## src/rtl/csram_pkg.sv

```systemverilog
package csram_pkg;

   // Cells on one grid row: every column line enables word_w adjacent cells.
   function automatic int unsigned cells_per_row(input int unsigned col_bits,
                                                 input int unsigned word_w);
      return (32'd1 << col_bits) * word_w;
   endfunction

endpackage

```

## src/rtl/csram_onehot_dec.sv

```systemverilog
module csram_onehot_dec #(
   parameter int unsigned SEL_W = 2,
   localparam int unsigned LINES = 1 << SEL_W
) (
   input  logic             en,
   input  logic [SEL_W-1:0] code,
   output logic [LINES-1:0] lines
);

   if (SEL_W < 1) begin : g_bad_width
      $error("csram_onehot_dec: SEL_W must be at least 1");
   end

   for (genvar i = 0; i < LINES; i++) begin : g_line
      assign lines[i] = en && (code == SEL_W'(i));
   end

endmodule

```

## src/rtl/csram_cell_grid.sv

```systemverilog
module csram_cell_grid #(
   parameter int unsigned ROW_BITS = 2,
   parameter int unsigned COL_BITS = 2,
   parameter int unsigned WORD_W   = 1,
   localparam int unsigned ROWS    = 1 << ROW_BITS,
   localparam int unsigned COLS    = 1 << COL_BITS,
   localparam int unsigned PER_ROW = csram_pkg::cells_per_row(COL_BITS, WORD_W),
   localparam int unsigned N_CELLS = ROWS * PER_ROW
) (
   input  logic              clk,
   input  logic              rst_n,
   input  logic              wr,
   input  logic [ROWS-1:0]   row_lines,
   input  logic [COLS-1:0]   col_lines,
   input  logic [WORD_W-1:0] wdata,
   output logic [WORD_W-1:0] rd_bits
);

   logic [N_CELLS-1:0] cells;
   logic [N_CELLS-1:0] sel_mask;

   // Coincident selection: a cell is live only where both its lines are high.
   for (genvar r = 0; r < ROWS; r++) begin : g_row
      for (genvar c = 0; c < COLS; c++) begin : g_col
         for (genvar b = 0; b < WORD_W; b++) begin : g_bit
            localparam int unsigned IDX = r * PER_ROW + c * WORD_W + b;
            assign sel_mask[IDX] = row_lines[r] & col_lines[c];
         end
      end
   end

   always_ff @(posedge clk or negedge rst_n) begin
      if (!rst_n) begin
         cells <= '0;
      end else if (wr) begin
         for (int i = 0; i < N_CELLS; i++) begin
            if (sel_mask[i]) cells[i] <= wdata[i % WORD_W];
         end
      end
   end

   // Wired-OR readout: every cell contributes to its bit lane when selected.
   always_comb begin
      rd_bits = '0;
      for (int i = 0; i < N_CELLS; i++) begin
         rd_bits[i % WORD_W] = rd_bits[i % WORD_W] | (cells[i] & sel_mask[i]);
      end
   end

   // a write touches nothing outside the selected cells
   assert_write_local_R6: assert property (@(posedge clk) disable iff (!rst_n)
      wr |=> (((cells ^ $past(cells)) & ~$past(sel_mask)) == '0));

   // the selected cells take the written data
   assert_write_takes_R6: assert property (@(posedge clk) disable iff (!rst_n)
      (wr && (sel_mask != '0)) |=> (rd_bits_of($past(sel_mask)) == $past(wdata)));

   // without a write strobe the grid holds its state
   assert_read_keeps_R5: assert property (@(posedge clk) disable iff (!rst_n)
      !wr |=> (cells == $past(cells)));

   function automatic logic [WORD_W-1:0] rd_bits_of(input logic [N_CELLS-1:0] m);
      logic [WORD_W-1:0] acc;
      acc = '0;
      for (int i = 0; i < N_CELLS; i++) begin
         acc[i % WORD_W] = acc[i % WORD_W] | (cells[i] & m[i]);
      end
      return acc;
   endfunction

endmodule

```

## src/rtl/csram_array.sv

```systemverilog
module csram_array #(
   parameter int unsigned ROW_BITS = 2,
   parameter int unsigned COL_BITS = 2,
   parameter int unsigned WORD_W   = 1,
   localparam int unsigned ADDR_W  = ROW_BITS + COL_BITS,
   localparam int unsigned ROWS    = 1 << ROW_BITS,
   localparam int unsigned COLS    = 1 << COL_BITS
) (
   input  logic              clk,
   input  logic              rst_n,
   input  logic              cs,
   input  logic              wr,
   input  logic [ADDR_W-1:0] addr,
   input  logic [WORD_W-1:0] data_in,
   output logic [WORD_W-1:0] data_out,
   output logic              out_en
);

   if (ROW_BITS < 1) begin : g_bad_rows
      $error("csram_array: ROW_BITS must be at least 1");
   end
   if (COL_BITS < 1) begin : g_bad_cols
      $error("csram_array: COL_BITS must be at least 1");
   end
   if (WORD_W < 1) begin : g_bad_word
      $error("csram_array: WORD_W must be at least 1");
   end

   logic [ROWS-1:0]   row_lines;
   logic [COLS-1:0]   col_lines;
   logic [WORD_W-1:0] rd_bits;

   // Row decoder is always on; chip select enables only the column decoder.
   csram_onehot_dec #(.SEL_W(ROW_BITS)) i_row_dec (
      .en    (1'b1),
      .code  (addr[ADDR_W-1:COL_BITS]),
      .lines (row_lines)
   );

   csram_onehot_dec #(.SEL_W(COL_BITS)) i_col_dec (
      .en    (cs),
      .code  (addr[COL_BITS-1:0]),
      .lines (col_lines)
   );

   csram_cell_grid #(
      .ROW_BITS (ROW_BITS),
      .COL_BITS (COL_BITS),
      .WORD_W   (WORD_W)
   ) i_grid (
      .clk       (clk),
      .rst_n     (rst_n),
      .wr        (wr),
      .row_lines (row_lines),
      .col_lines (col_lines),
      .wdata     (data_in),
      .rd_bits   (rd_bits)
   );

   assign out_en   = cs & ~wr;
   assign data_out = out_en ? rd_bits : '0;

   // exactly one row line is high
   assert_row_onehot_R2: assert property (@(posedge clk) disable iff (!rst_n)
      $countones(row_lines) == 1);

   // exactly one column line while selected
   assert_col_onehot_R2: assert property (@(posedge clk) disable iff (!rst_n)
      cs |-> ($countones(col_lines) == 1));

   // column decoder is dark without chip select
   assert_col_gated_R3: assert property (@(posedge clk) disable iff (!rst_n)
      !cs |-> (col_lines == '0));

   // output quiet unless reading
   assert_dout_idle_R7: assert property (@(posedge clk) disable iff (!rst_n)
      (!cs || wr) |-> ((data_out == '0) && !out_en));

   // a read raises the output enable
   assert_read_enable_R4: assert property (@(posedge clk) disable iff (!rst_n)
      (cs && !wr) |-> out_en);

endmodule

```

## config.mk

```make
export PLATFORM = sky130hd
export DESIGN_NAME = csram_array
export DESIGN_NICKNAME = d
export VERILOG_FILES = /design/src/rtl/csram_pkg.sv /design/src/rtl/csram_onehot_dec.sv /design/src/rtl/csram_cell_grid.sv /design/src/rtl/csram_array.sv
export SDC_FILE = /design/constraint.sdc
export NUM_CORES = 1
export LEC_CHECK = 0
export BUFFER_PORTS_ARGS = -buffer_cell sky130_fd_sc_hd__buf_4
export CORE_MARGIN = 1
export CORE_UTILIZATION = 45
export CTS_CLUSTER_DIAMETER = 100
export DETAILED_ROUTE_END_ITERATION = 6
export MAX_ROUTING_LAYER = met4
export SLEW_MARGIN = 10
export SYNTH_ARGS = -nofsm -noshare
export SYNTH_HDL_FRONTEND = slang
export SYNTH_SLANG_ARGS = --single-unit
```

## constraint.sdc

```tcl
create_clock -name clk -period 2 [get_ports clk]
set_clock_uncertainty 0.15 [all_clocks]
set_input_delay 0.2 -clock clk [delete_from_list [all_inputs] [get_ports clk]]
set_output_delay 0.2 -clock clk [all_outputs]
set_load 0.01 [all_outputs]
```

After elaboration in Yosys (flattened, before gate mapping) --
Cells that the tools add are included. Widths: inputs -> output; s select.
Cells by class: mux-type cells 1, equality and inequality tests 6, bitwise gates (word level) 49, reductions and logical operators 22
Operator list (number):
- $and 1x1->1 | 33
- $reduce_and 2->1 | 16
- $or 1x1->1 | 15
- $eq 2x2->1 const B | 4
- $eq 2x1->1 const B | 2
- $logic_and 1x1->1 | 4
- $logic_not 2->1 | 2
- $mux 1 | 1
- $not 1->1 | 1
Storage, ports and cells: bits of input ports 9, flip-flop bits (word level) 16, output and inout bits 2, logic and storage cells 94

Logic depth before layout (Yosys ltp) --
Gate-level depths: netlist of run 1.
depth after elaboration 20, gate-level depth with buffers 5, mapped depth without buffers 4

By module --
A second synthesis of run 1 with hierarchy kept.
Unflattened totals: cell total of the unflattened synthesis 79, area, all modules 954.7 um2
Modules (own cells, without submodules):
- csram_cell_grid | instances 1, cells each 68, area each 860.8 um2, seq. area each 400.4 um2
- csram_onehot_dec | instances 2, cells each 4, area each 37.5 um2, seq. area each 0.0 um2
- csram_array | instances 1, cells each 3, area each 18.8 um2, seq. area each 0.0 um2

Least setup slack after synthesis of run 1 --
OpenSTA, ideal clock, no wires.
path kind reg2out, from reg i_grid.cells[3], to out data_out, setup slack 374 ps, stages on the path, launching flop included 4, arrival 1276 ps, path buffers 0, required time 1650 ps, cells stage by stage dfrtp_1 mux4_2 a32o_1 o31a_1
Between the ends: word-level cells in the longest chain between the ends 15
Ends and longest elaborated chain:
- start: declaration | line csram_cell_grid.sv:19 | logic [N_CELLS-1:0] cells;
- start signal: indexed assignment | line csram_cell_grid.sv:37 | if (sel_mask[i]) cells[i] <= wdata[i % WORD_W];
- $and 1x1->1 | line csram_cell_grid.sv:46 | rd_bits[i % WORD_W] = rd_bits[i % WORD_W] | (cells[i] & sel_mask[i]);
- $or 1x1->1 (13 in series) | line csram_cell_grid.sv:46
- $mux 1 | line csram_array.sv:61 | assign data_out = out_en ? rd_bits : '0;
- end: declaration | line csram_array.sv:15 | output logic [WORD_W-1:0] data_out,
Every way passes these cells.

Final worst setup path of run 1 --
from reg i_grid.cells[0], to out data_out
Between the ends: word-level cells in the longest chain between the ends 17
Ends and longest elaborated chain (line):
- $and 1x1->1 | csram_cell_grid.sv:46
- $or 1x1->1 (15 in series) | csram_cell_grid.sv:46
- $mux 1 | csram_array.sv:61
Every way passes these cells.

==> out/summary.md, run 1 <==
The sum of buffers and inverters on the critical path is 1, and the number of buffers inserted by post-CTS setup repair is 0. The number of H-tree levels is 1. Summed over all layers, the routed wires come to 1700 um. The placed instances occupy a cell area of 960 um^2.

The worst setup margin came out at -0.0694 ns. The tools report the total global routing track utilization as 0.194. Slowest cell on the critical path: sky130_fd_sc_hd__mux4_2.

The fraction of final layout cells sized beyond drive strength 1 is 0.378. The analysis attributes to cell leakage a power of 0.422 nW. The number of endpoints with negative hold slack in the final report was 0. The tools report the startpoint of the most critical register-to-register path as i_grid.cells[0].

The run gives 16 as the number of violations reported at the end of detailed-routing iteration 0. The count of nets left with antenna violations once routing finished came out at 0. The number of antenna violations at the first check in global routing came out at 0. In this run the vertical extent of the chip is 46.0 um. After clock tree synthesis, the clock-pin slew on the worst setup and hold paths is 0.10 ns. In the final layout, the registers with the most flip-flops are i_grid.cells (16). The post-route clock period utilization came out at 1.03. The flow ran to the end, but the final reports show violations. The arrival time of data at the critical path endpoint was 1.72 ns. Number of nets in the synthesized netlist: 88. On the critical path the largest part of the delay comes from compound AO/OA/AOI/OAI gates. The run gives 21 as the count of different cell masters after synthesis. The count of buffers added on input and output ports is 10. The checks that failed: setup timing. In this run the count of I/O pins placed on the die edge is 11. Once layout is complete, the cells apart from fillers number 115. The synthesized design contains 16 register bits.

The critical path capture point type was a primary output. The post-synthesis to final-layout area growth was 15.8%; the number of antenna cells inserted was 0. The run gives 15 as the row count. The congestion estimate from routability-driven global placement came to 0.764. The logs give 0.572 for the final core utilization and 2740 um for the first-pass GRT wire length. TritonCTS built the clock tree. The worst hold path belongs to the class in -> reg. For the effective utilization at floorplan, the log shows 0.494. The longest clock path from root to sink contains 2 buffers. The startpoint identified for the worst hold timing path is data_in. The final layout contains 100 nets. The routed via count is 623.

Counting I/O delays and the setup requirement, the final critical path takes 2.07 ns. In this run the horizontal extent of the chip is 46.0 um. The total power was 0.779 mW. Sorting the synthesized cells by area gives the leading types as sky130_fd_sc_hd__dfrtp_1, sky130_fd_sc_hd__mux2_2, sky130_fd_sc_hd__nor2_1.

The tree is rooted in a sky130_fd_sc_hd__clkbuf_4. The tools report the sequential share of the synthesized area as 0.459. With fillers left out, the area of the finished cells amounts to 1010 um^2.

Internal power comes to 0.585 mW. The sequential group share of total power was 0.534; the mean cell area of the mapped netlist was 11.0 um^2. For the fraction of power consumed by combinational cells, the log shows 0.194. In this design, the stage delay of the slowest critical-path cell is 0.45 ns. The power share of the clock group is 0.272. The die covers 2120 um^2. The Yosys step of the flow raised 0 warnings. In the synthesized netlist, the number of instances is 79. The post-DP HPWL came out at 1200 um. The biggest fanout along the worst timing path was 2.

The total global routing overflow is 0, and the area share of the largest cell type after synthesis is 0.459. sky130_fd_sc_hd__dfrtp_1 takes more of the synthesized area than any other cell. The number of clock buffers added by TritonCTS is 3. The pre-antenna-repair detailed-routing pass consisted of 4 iterations. The register with the most flip-flops in the layout has 16 of them.

The pre-CTS worst setup slack came out at 0.239 ns. Tracing the worst setup path back leads to its startpoint at i_grid.cells[0]. The max-slew violation count is 0, and the headroom to the max-slew limit is 0.765.

The logs give 0.194 mW for the net switching power figure and -0.0694 ns for the aggregate negative setup slack. Routed wire length per instance: 14.7 um. Setup repair after global routing could not meet its margin everywhere. Once placement completed, the tool counted placed cells totaling 110. The clock latency on the worst-skew pair was 0.27 ns. CTS saw 16 sinks.

The core area is 1760 um^2. The remaining design rule violation count came out at 0. The timing-limited maximum frequency was 483 MHz. The mean number of vias per cell was 5.42. Net switching share of the total power: 0.249. Across the VDD grid, the largest voltage drop is 374 uV.

Across the run, the number of max-cap violations was 0. The required time reported for the critical path endpoint came out at 1.65 ns. The critical path is of the reg -> out type. The slew of the pin with the lowest slew margin is 0.350 ns, and the number of filler instances in the final layout is 165. For the pin count of the biggest net entering global routing, the log shows 17. The sort of element at the start of the critical path is a flop. The synthesized netlist occupies a cell area of 872 um^2. The critical path goes through mux4_2, a32o_1, o31a_1, buf_6. i_grid.cells holds more flip-flops than any other register.

On the final layout, the worst hold slack is 0.131 ns. For this design the ratio of total power to cell area is 771 nW/um^2. The via count of the first global-routing pass is 603, and the total setup violations reported at the end of the flow is 1.
power groups by stage:
stage | clock network, mW | logic (mW) | registers (mW)
6_report | 0.212 | 0.151 | 0.416
5_1_grt | 0.233 | 0.165 | 0.426
4_1_cts | 0.217 | 0.152 | 0.417
3_5_place_dp | 0 | 0.150 | 0.422
3_3_place_gp | 0 | 0.147 | 0.422
2_1_floorplan | 0 | 0.109 | 0.414
synth_stat cells:
cell	number
sky130_fd_sc_hd__nand2_1	1
sky130_fd_sc_hd__o31a_1	1
sky130_fd_sc_hd__inv_1	1
sky130_fd_sc_hd__or2_2	2
sky130_fd_sc_hd__nor2_1	12
sky130_fd_sc_hd__mux2_2	16
sky130_fd_sc_hd__dfrtp_1	16
sky130_fd_sc_hd__nor3_1	1
sky130_fd_sc_hd__o22ai_1	3
sky130_fd_sc_hd__nand2b_2	1
sky130_fd_sc_hd__a22oi_1	4
sky130_fd_sc_hd__nor2b_1	5
sky130_fd_sc_hd__buf_2	3
sky130_fd_sc_hd__clkbuf_1	1
sky130_fd_sc_hd__nand3_1	2
sky130_fd_sc_hd__nor3b_1	1
sky130_fd_sc_hd__a32o_1	1
sky130_fd_sc_hd__nand3b_1	3
sky130_fd_sc_hd__mux2i_1	2
sky130_fd_sc_hd__nor4_1	2
sky130_fd_sc_hd__mux4_2	1
final cells by class:
class	count	area, um^2	area share
flip-flops and latches	16	400	0.397
repair buffers	11	88.8	0.0880
well taps	25	31.3	0.0310
clock buffers	4	36.3	0.0359
inverters	1	3.75	0.00372
multi-input cells	58	449	0.445
routing by layer:
metal | wire, um | vias to the layer above | GRT usage
li1 | - | 309 | -
met3 | 83 | 2 | 0.0595
met1 | 849 | 299 | 0.265
met5 | 0 | - | -
met2 | 749 | 13 | 0.279
met4 | 12 | 0 | 0.0529
cell families after synthesis:
kind of cell / synth area share
compound gates: 0.0775
mux: 0.255
simple gates: 0.182
flops: 0.459
buf+inv: 0.0258
what timing repair did:
item                                    CTS  global route
endpoints found under the setup margin    1             1
pin swaps                                 1             0
hold buffers                              1             0
resized for setup                         0             1
endpoints found under the hold margin    16             0
layout by cell type, fill, tap and decap left out, drive strengths merged:
master and count:
o22ai 3, dfrtp 16, a22oi 4, clkbuf 4, nor3 1, nand3b 3, nand2 1, nand3 2
mux2i 2, nor4 2, mux4 1, a32o 1, nor2b 5, o31a 1, nor2 12, nor3b 1
dlygate4sd3 1, buf 10, or2 2, mux2 16, nand2b 1, inv 1
path summary, 6_finish.rpt:
kind	slack [ns]	to	cells after the start
max reg2reg	1.08	i_grid.cells[0]	1
min reg2reg	0.36	i_grid.cells[3]	1
max in group asynchronous	1.35	i_grid.cells[4]	2
min in group asynchronous	0.15	i_grid.cells[14]	2
max	-0.07	data_out	4
min	0.13	i_grid.cells[10]	2
Power figures use the tool's default switching activity.
==> inputs of run 2 (changes only) <==
- ABC_AREA: unset -> 1
==> out/summary.md, run 2 <==
For the effective utilization at floorplan, the log shows 0.500. The setup check on the worst reg-to-reg path leaves a slack of 1.17 ns. The maximum resistive drop on vdd was 386 uV; the final estimated routing congestion in global placement was 0.837.

The floorplan step set the die height to 46.5 um. Summed over all nets, the half-perimeter wirelength after detailed placement is 1400 um. The fraction of registers with async set/reset is 1.00.

The post-synthesis compound-gate area fraction was 0.111; the number of nets in the synthesized netlist was 130. The number of H-tree levels is 1, and the remaining design rule violation count is 0. The completed layout was analyzed and its total power is 0.717 mW. The setup path with the least slack is of type reg -> out. The post-synthesis to final-layout area growth works out to 15.1%. The number of synthesis warnings was 0. The cell count of the worst reg-to-reg path came out at 2. For the number of clock buffers inserted by TritonCTS, the log shows 3. The area share of the largest cell type after synthesis was 0.449. For the via count of the first global-routing pass, the log shows 692.

The sink of the worst hold path was i_grid.cells[10]. Dividing the synthesized area by the synthesized cell count gives 7.37 um^2. After synthesis, the largest family of logic cells by area is simple AND/OR/NAND/NOR gates.

The run finished with clean final reports. The synthesized-area fraction occupied by xor and xnor cells works out to 0. Clock-pin slew was measured on the worst setup and hold paths at 0.09 ns.

The cell count after synthesis came out at 121. The worst register-to-register path begins at i_grid.cells[10]. The die area came out at 2160 um^2. The timing-limited maximum frequency was 611 MHz. The register with the most flip-flops in the layout has 16 of them. The worst setup path is launched from a flop. In this run the core area contains 15 standard-cell rows. The adder-cell area share of the yosys netlist was 0; the required time reported for the critical path endpoint was 1.65 ns. Critical path capture point type: a primary output.

The max-slew violation count came out at 0. The routed wire length per instance came out at 12.3 um. After the first detailed-routing iteration, the DRC count stood at 32. The slew of the pin with the lowest slew margin is 0.492 ns, and the final core utilization is 0.576. In this run the worst path has a maximum fanout of 2. The clock passes through at most 2 buffers.

For this run, the leading register cell type out of synthesis is sky130_fd_sc_hd__dfrtp_1. Port buffering added 10 buffers. The tools report the number of filler instances in the final layout as 182. The first-pass iteration count of the detailed router was 4; the clock latency on the worst-skew pair was 0.28 ns. Top register by number of flip-flops: i_grid.cells.

The number of antenna diodes in the final layout is 0. Counting instances, the worst hold path has a depth of 2. Summed over all instances, the cell type with the most area after synthesis is sky130_fd_sc_hd__dfrtp_1. The smallest clock period supported by the final layout is computed as 1.64 ns. In the layout the commonest cells are sky130_fd_sc_hd__nand2_1, sky130_fd_sc_hd__nand3_1, sky130_fd_sc_hd__dfrtp_1, sky130_fd_sc_hd__nor2_1, sky130_fd_sc_hd__o21ai_0.

The fraction of the mapped netlist area in simple logic gates was 0.386; the mux cell area share after synthesis was 0. The first global-routing pass estimated 3130 um of wire. In the synthesized netlist, the cells that appear most often are sky130_fd_sc_hd__nand2_1, sky130_fd_sc_hd__nand3_1, sky130_fd_sc_hd__dfrtp_1.

Yosys instantiated no cell more often than sky130_fd_sc_hd__nand2_1. The routed via count was 817. The number of antenna violations at the first check in global routing was 0. The tools report the core area as 1780 um^2.

After global routing the overflow that remains totals 0. Critical hold path startpoint: wr. The number of enable flip-flop cells after synthesis works out to 0.

Yosys attributes the largest share of cell area to sky130_fd_sc_hd__dfrtp_1, sky130_fd_sc_hd__nand2_1, sky130_fd_sc_hd__nand3_1. The run gives 892 um^2 as the area of the mapped netlist. The count of nets left with antenna violations once routing finished came out at 0. Synthesis instantiated 15 different standard cells from the library.

For this design the top-level I/O count stands at 11. The worst hold path belongs to the class in -> reg. The number of endpoints with negative hold slack in the final report was 0. The mean number of vias per cell came out at 5.17. Leaving out fill and tap cells, the most frequent cell in the layout is sky130_fd_sc_hd__nand2_1. The total setup violations reported at the end of the flow was 0. The aggregate negative setup slack was 0 ns; the final-stage net count was 144.

The run gives 21 as the pin count of the biggest net entering global routing. For the count of max-cap constraint violations, the log shows 0. In this run the horizontal extent of the chip is 46.5 um. The worst register-to-register path ends at i_grid.cells[10].

Synthesis inferred 16 register bits. The largest registers in the layout are i_grid.cells (16). The areal power density over the cells is 698 nW/um^2. The fraction of final layout cells sized beyond drive strength 1 is 0.150, and the post-route clock period utilization is 0.818. For the count of clock tree sinks, the log shows 16. TritonCTS built the clock tree. The tools report the root cell of the clock tree as sky130_fd_sc_hd__clkbuf_4.

The headroom to the max-slew limit is 0.670. The arrival time of data at the critical path endpoint was 1.29 ns. For the sequential share of the synthesized area, the log shows 0.449. The total global routing track utilization was 0.218.

The run gives 0.506 nW as the static power due to leakage. Setup repair after global routing left no endpoint under its margin. The run gives 1950 um as the final wirelength.

The count of cells resized by post-cts repair is 0.
==> run 2: changes by cell type in the layout (fill, tap and decap cells not counted), sizes merged, moves of 4 or more <==
cell   delta
mux2     -16
inv       +9
nand4     +6
nor2b     -5
nand2    +29
o21ai    +13
a22oi     -4
nand3    +19
==> run 2: power by group <==
| group | internal, mW | leakage [nW] | total [mW] | switching [mW] |
|---|---|---|---|---|
| registers | 0.386 | 0.205 | 0.422 | 0.0357 |
| logic | 0.0535 | 0.287 | 0.134 | 0.0800 |
| clock network | 0.0698 | 0.0138 | 0.162 | 0.0924 |
==> run 2: timing repair <==
action	in CTS	in global routing
setup buffers	0	0
endpoints found under the hold margin	16	0
hold buffers	1	0
==> run 2: worst max path at each step <==
| stage | slack, ns | end | startpoint | depth (start not counted) |
|---|---|---|---|---|
| 2_1_floorplan | 0.64 | data_out | addr[3] | 7 |
| 3_3_place_gp | 0.46 | data_out | addr[0] | 11 |
| 3_5_place_dp | 0.47 | data_out | addr[0] | 11 |
| 4_1_cts | 0.35 | data_out | i_grid.cells[2] | 7 |
| 5_1_grt | 0.27 | data_out | i_grid.cells[2] | 7 |
| 6_report | 0.36 | data_out | i_grid.cells[2] | 7 |
==> run 2: per-stage QoR <==
| stage | setup slack [ns] | std cells | instance area (um^2) | hold slack, ns |
|---|---|---|---|---|
| finish | 0.364 | 158 | 1030 | 0.127 |
| global route | 0.272 | 158 | 1030 | 0.131 |
| CTS | 0.355 | 158 | 1030 | 0.112 |
| detailed placement | 0.474 | 154 | 995 | -0.0765 |
| global placement | 0.462 | 154 | 995 | -0.0793 |
| floorplan | 0.639 | 121 | 892 | -0.246 |
==> run 2: area by class of cell <==
class | count | area (um^2) | share of cell area
Sequential cell | 16 | 400 | 0.390
Multi-Input combinational cell | 92 | 443 | 0.431
Timing Repair Buffer | 12 | 92.6 | 0.0901
Inverter | 10 | 37.5 | 0.0365
Tap cell | 25 | 31.3 | 0.0305
Clock buffer | 3 | 22.5 | 0.0219
==> run 2: critical path, cell delays in order (launching register included) <==
cell and delay (ns):
sky130_fd_sc_hd__dfrtp_1 0.40, sky130_fd_sc_hd__nand4_1 0.09, sky130_fd_sc_hd__nand2_1 0.05, sky130_fd_sc_hd__nor2_1 0.12, sky130_fd_sc_hd__nand2_1 0.07, sky130_fd_sc_hd__nor2_1 0.10
sky130_fd_sc_hd__nor2_1 0.04, sky130_fd_sc_hd__buf_4 0.13
==> run 2: metal layers <==
layer / global-route usage / share of wire
met5: - / 0
met4: 0.0882 / 0.0077
met3: 0.0471 / 0.031
met2: 0.289 / 0.45
met1: 0.315 / 0.51
==> run 2: logic make-up after synthesis <==
group / Yosys count
AND/OR/NAND/NOR: 73
flip-flops: 16
AO/OA/AOI/OAI: 19
buffers and inverters: 13
==> inputs of run 3 (changes only) <==
- PLACE_DENSITY: unset -> 0.67
- clock period: 2 -> 1.3 ns (I/O delays scaled with it)
==> out/summary.md, run 3 (synthesized netlist as in run 2, its figures left out) <==
For the power share of the clock group, the log shows 0.222. After clock tree synthesis, the clock-pin slew on the worst setup and hold paths is 0.09 ns. The number of H-tree levels is 1, and the clock latency on the worst-skew pair is 0.29 ns. Pin placement for this block handled 11 I/O pins. Across the VDD grid, the largest voltage drop is 736 uV. In this run the remaining antenna-violating nets after routing total 0. The library cell appearing most often on the critical path is sky130_fd_sc_hd__nor2_1.

Delay of the slowest cell on the worst path: 0.41 ns. After detailed routing, the total wire length is 2150 um. After detailed placement, the total cell area comes to 1110 um^2. The logs give 0 for the number of antenna violations at the first check in global routing and 2160 um^2 for the die area. The total global routing track utilization was 0.240. The start point of the critical path is i_grid.cells[1]. The area growth from synthesis to layout is 31.1%. The floorplan has 15 rows. The max-slew violation count was 0.

The number of endpoints with negative hold slack in the final report was 0. Cell internal power was estimated by the tool at 0.832 mW. The total global routing overflow is 0. The net switching share of the total power is 0.297. The final-layout worst hold slack came out at 0.0360 ns. The most common cell after layout, fill and taps aside was sky130_fd_sc_hd__buf_4. The sum of buffers and inverters on the critical path works out to 1. Along the worst path, the maximum fanout reaches 2. Counting I/O delays and the setup requirement, the final critical path takes 1.54 ns. The repair_antennas step left the layout with diodes totalling 0. The worst setup path is of the reg -> out kind. The via count of the first global-routing pass was 813. In the final layout, the registers with the most flip-flops are i_grid.cells (16). The clock tree buffer depth was 2.

The congestion estimate from routability-driven global placement came to 0.852. Effective utilization at floorplan: 0.500. TritonCTS built the clock tree.

The area of all placed cells without fillers came out at 1170 um^2. The run finished, with violations left. Across all layers, the routed design uses 927 vias.

The worst hold path begins at wr. For the static power due to leakage, the log shows 0.605 nW. The checks that failed: setup timing.

Detailed placement finished with a half-perimeter wire length of 1510 um. Data on the critical path arrives at its endpoint at 1.26 ns. In this run the critical register-to-register path is launched from i_grid.cells[12]. Before antenna repair, the detailed router went through 4 iterations. For this run, the top clock speed supported by timing is 651 MHz.

The pre-CTS worst setup slack is -0.0170 ns. The number of flip-flops in the largest register is 16, and the post-route clock period utilization is 1.18. The count of max-cap constraint violations came out at 0. The die is 46.5 um wide. The run gives 163 as the final-stage net count. Sort of element at the start of the critical path: a flop. The number of violations reported at the end of detailed-routing iteration 0 is 35.

The total setup violations reported at the end of the flow is 1. For the worst setup path, the data required time is 1.02 ns. For the remaining design rule violation count, the log shows 0. Setup repair after global routing could not meet its margin everywhere. In this run the standard cell core region covers 1780 um^2. The first global-routing pass estimated 3500 um of wire.

The count of buffers added on input and output ports is 10. The headroom to the max-slew limit is 0.715, and the slew of the pin with the lowest slew margin is 0.426 ns. The net switching power figure is 0.352 mW. The tools report the sequential group share of total power as 0.551.

Using the TritonRoute via totals, the vias-per-cell ratio works out to 5.24. More flip-flops sit in one register than any other, and that register is i_grid.cells. The cell sitting at the root of the clock tree is a sky130_fd_sc_hd__clkbuf_4.

The library cells used most frequently in the layout, excluding fill and tap cells, are sky130_fd_sc_hd__buf_4, sky130_fd_sc_hd__nand2_1, sky130_fd_sc_hd__nand3_1, sky130_fd_sc_hd__dfrtp_1. Once the clock tree was built, the resizer swapped 0 gates to a different size. The critical path capture point type was a primary output. The count of cells in the finished layout, fillers not included, comes to 177. The worst setup margin was -0.236 ns; the routed wire length per instance was 12.2 um.

Number of clock buffers inserted by TritonCTS: 3. The signal on the critical path passes through nand3_1, nand2_1, nor2_1, nand2_1, nor2_1, nor2_1, buf_4. On the critical path the largest part of the delay comes from simple AND/OR/NAND/NOR gates. For this design, the slowest cell found on the critical path is sky130_fd_sc_hd__dfrtp_1. The run gives 21 as the pin count of the biggest net entering global routing. Fraction of final layout cells sized beyond drive strength 1: 0.257.

Counting tap cells, the placed design contains a total of 169 instances. The classification of the worst-slack hold path was in -> reg. For the fraction of power consumed by combinational cells, the log shows 0.226.

CTS saw 16 sinks. Power spread over the standard cell area amounts to 1010 nW/um^2. From bottom edge to top edge, the die measures 46.5 um.
## run 3: cell types whose count changed in the layout (fill, tap and decap cells not counted)
cell	delta
sky130_fd_sc_hd__buf_4	+19
## run 3: power groups by stage
stage / logic [mW] / clock network [mW] / registers [mW]
floorplan: 0.134 / 0 / 0.642
global placement: 0.224 / 0 / 0.660
detailed placement: 0.229 / 0 / 0.662
CTS: 0.259 / 0.270 / 0.650
global route: 0.305 / 0.284 / 0.661
finish: 0.268 / 0.263 / 0.653
## run 3: area by class of cell
cell class                 instances  area [um^2]
sequential                        16          400
multi-input combinational         92          443
clock buffer                       3         22.5
fill                             158          613
tap                               25         31.3
timing repair buffer              31          235
inverter                          10         37.5
## run 3: path summary, 6_finish.rpt
kind,to,slack (ns),cells past startpoint
max,data_out,-0.24,7
min,i_grid.cells[10],0.04,2
min in group asynchronous,i_grid.cells[1],0.08,2
max in group asynchronous,i_grid.cells[6],0.73,2
max reg2reg,i_grid.cells[12],0.25,4
min reg2reg,i_grid.cells[7],0.35,2
## run 3: metrics by stage
| step | TNS (ns) | power, mW | utilization |
|---|---|---|---|
| detailed placement | -0.0170 | 0.891 | 0.621 |
| floorplan | 0 | 0.776 | - |
| global route | -0.322 | 1.25 | 0.656 |
| finish | -0.236 | 1.18 | 0.656 |
| global placement | -0.0212 | 0.884 | 0.621 |
| CTS | -0.227 | 1.18 | 0.652 |
## run 3: per-layer routing
layer / part of all wire / wire length [um] / global-route usage / vias to the layer above
met5: 0 / 0 / - / -
met4: 0.016 / 34 / 0.135 / 0
met3: 0.035 / 75 / 0.0275 / 4
met2: 0.45 / 959 / 0.344 / 31
met1: 0.50 / 1080 / 0.323 / 418
li1: - / - / - / 474
## run 3: repair_timing
action / 4_1_cts / 5_1_grt
hold buffers: 1 / 0
setup buffers: 3 / 1
endpoints found under the setup margin: 1 / 1
endpoints found under the hold margin: 16 / 0
pin swaps: 11 / 4
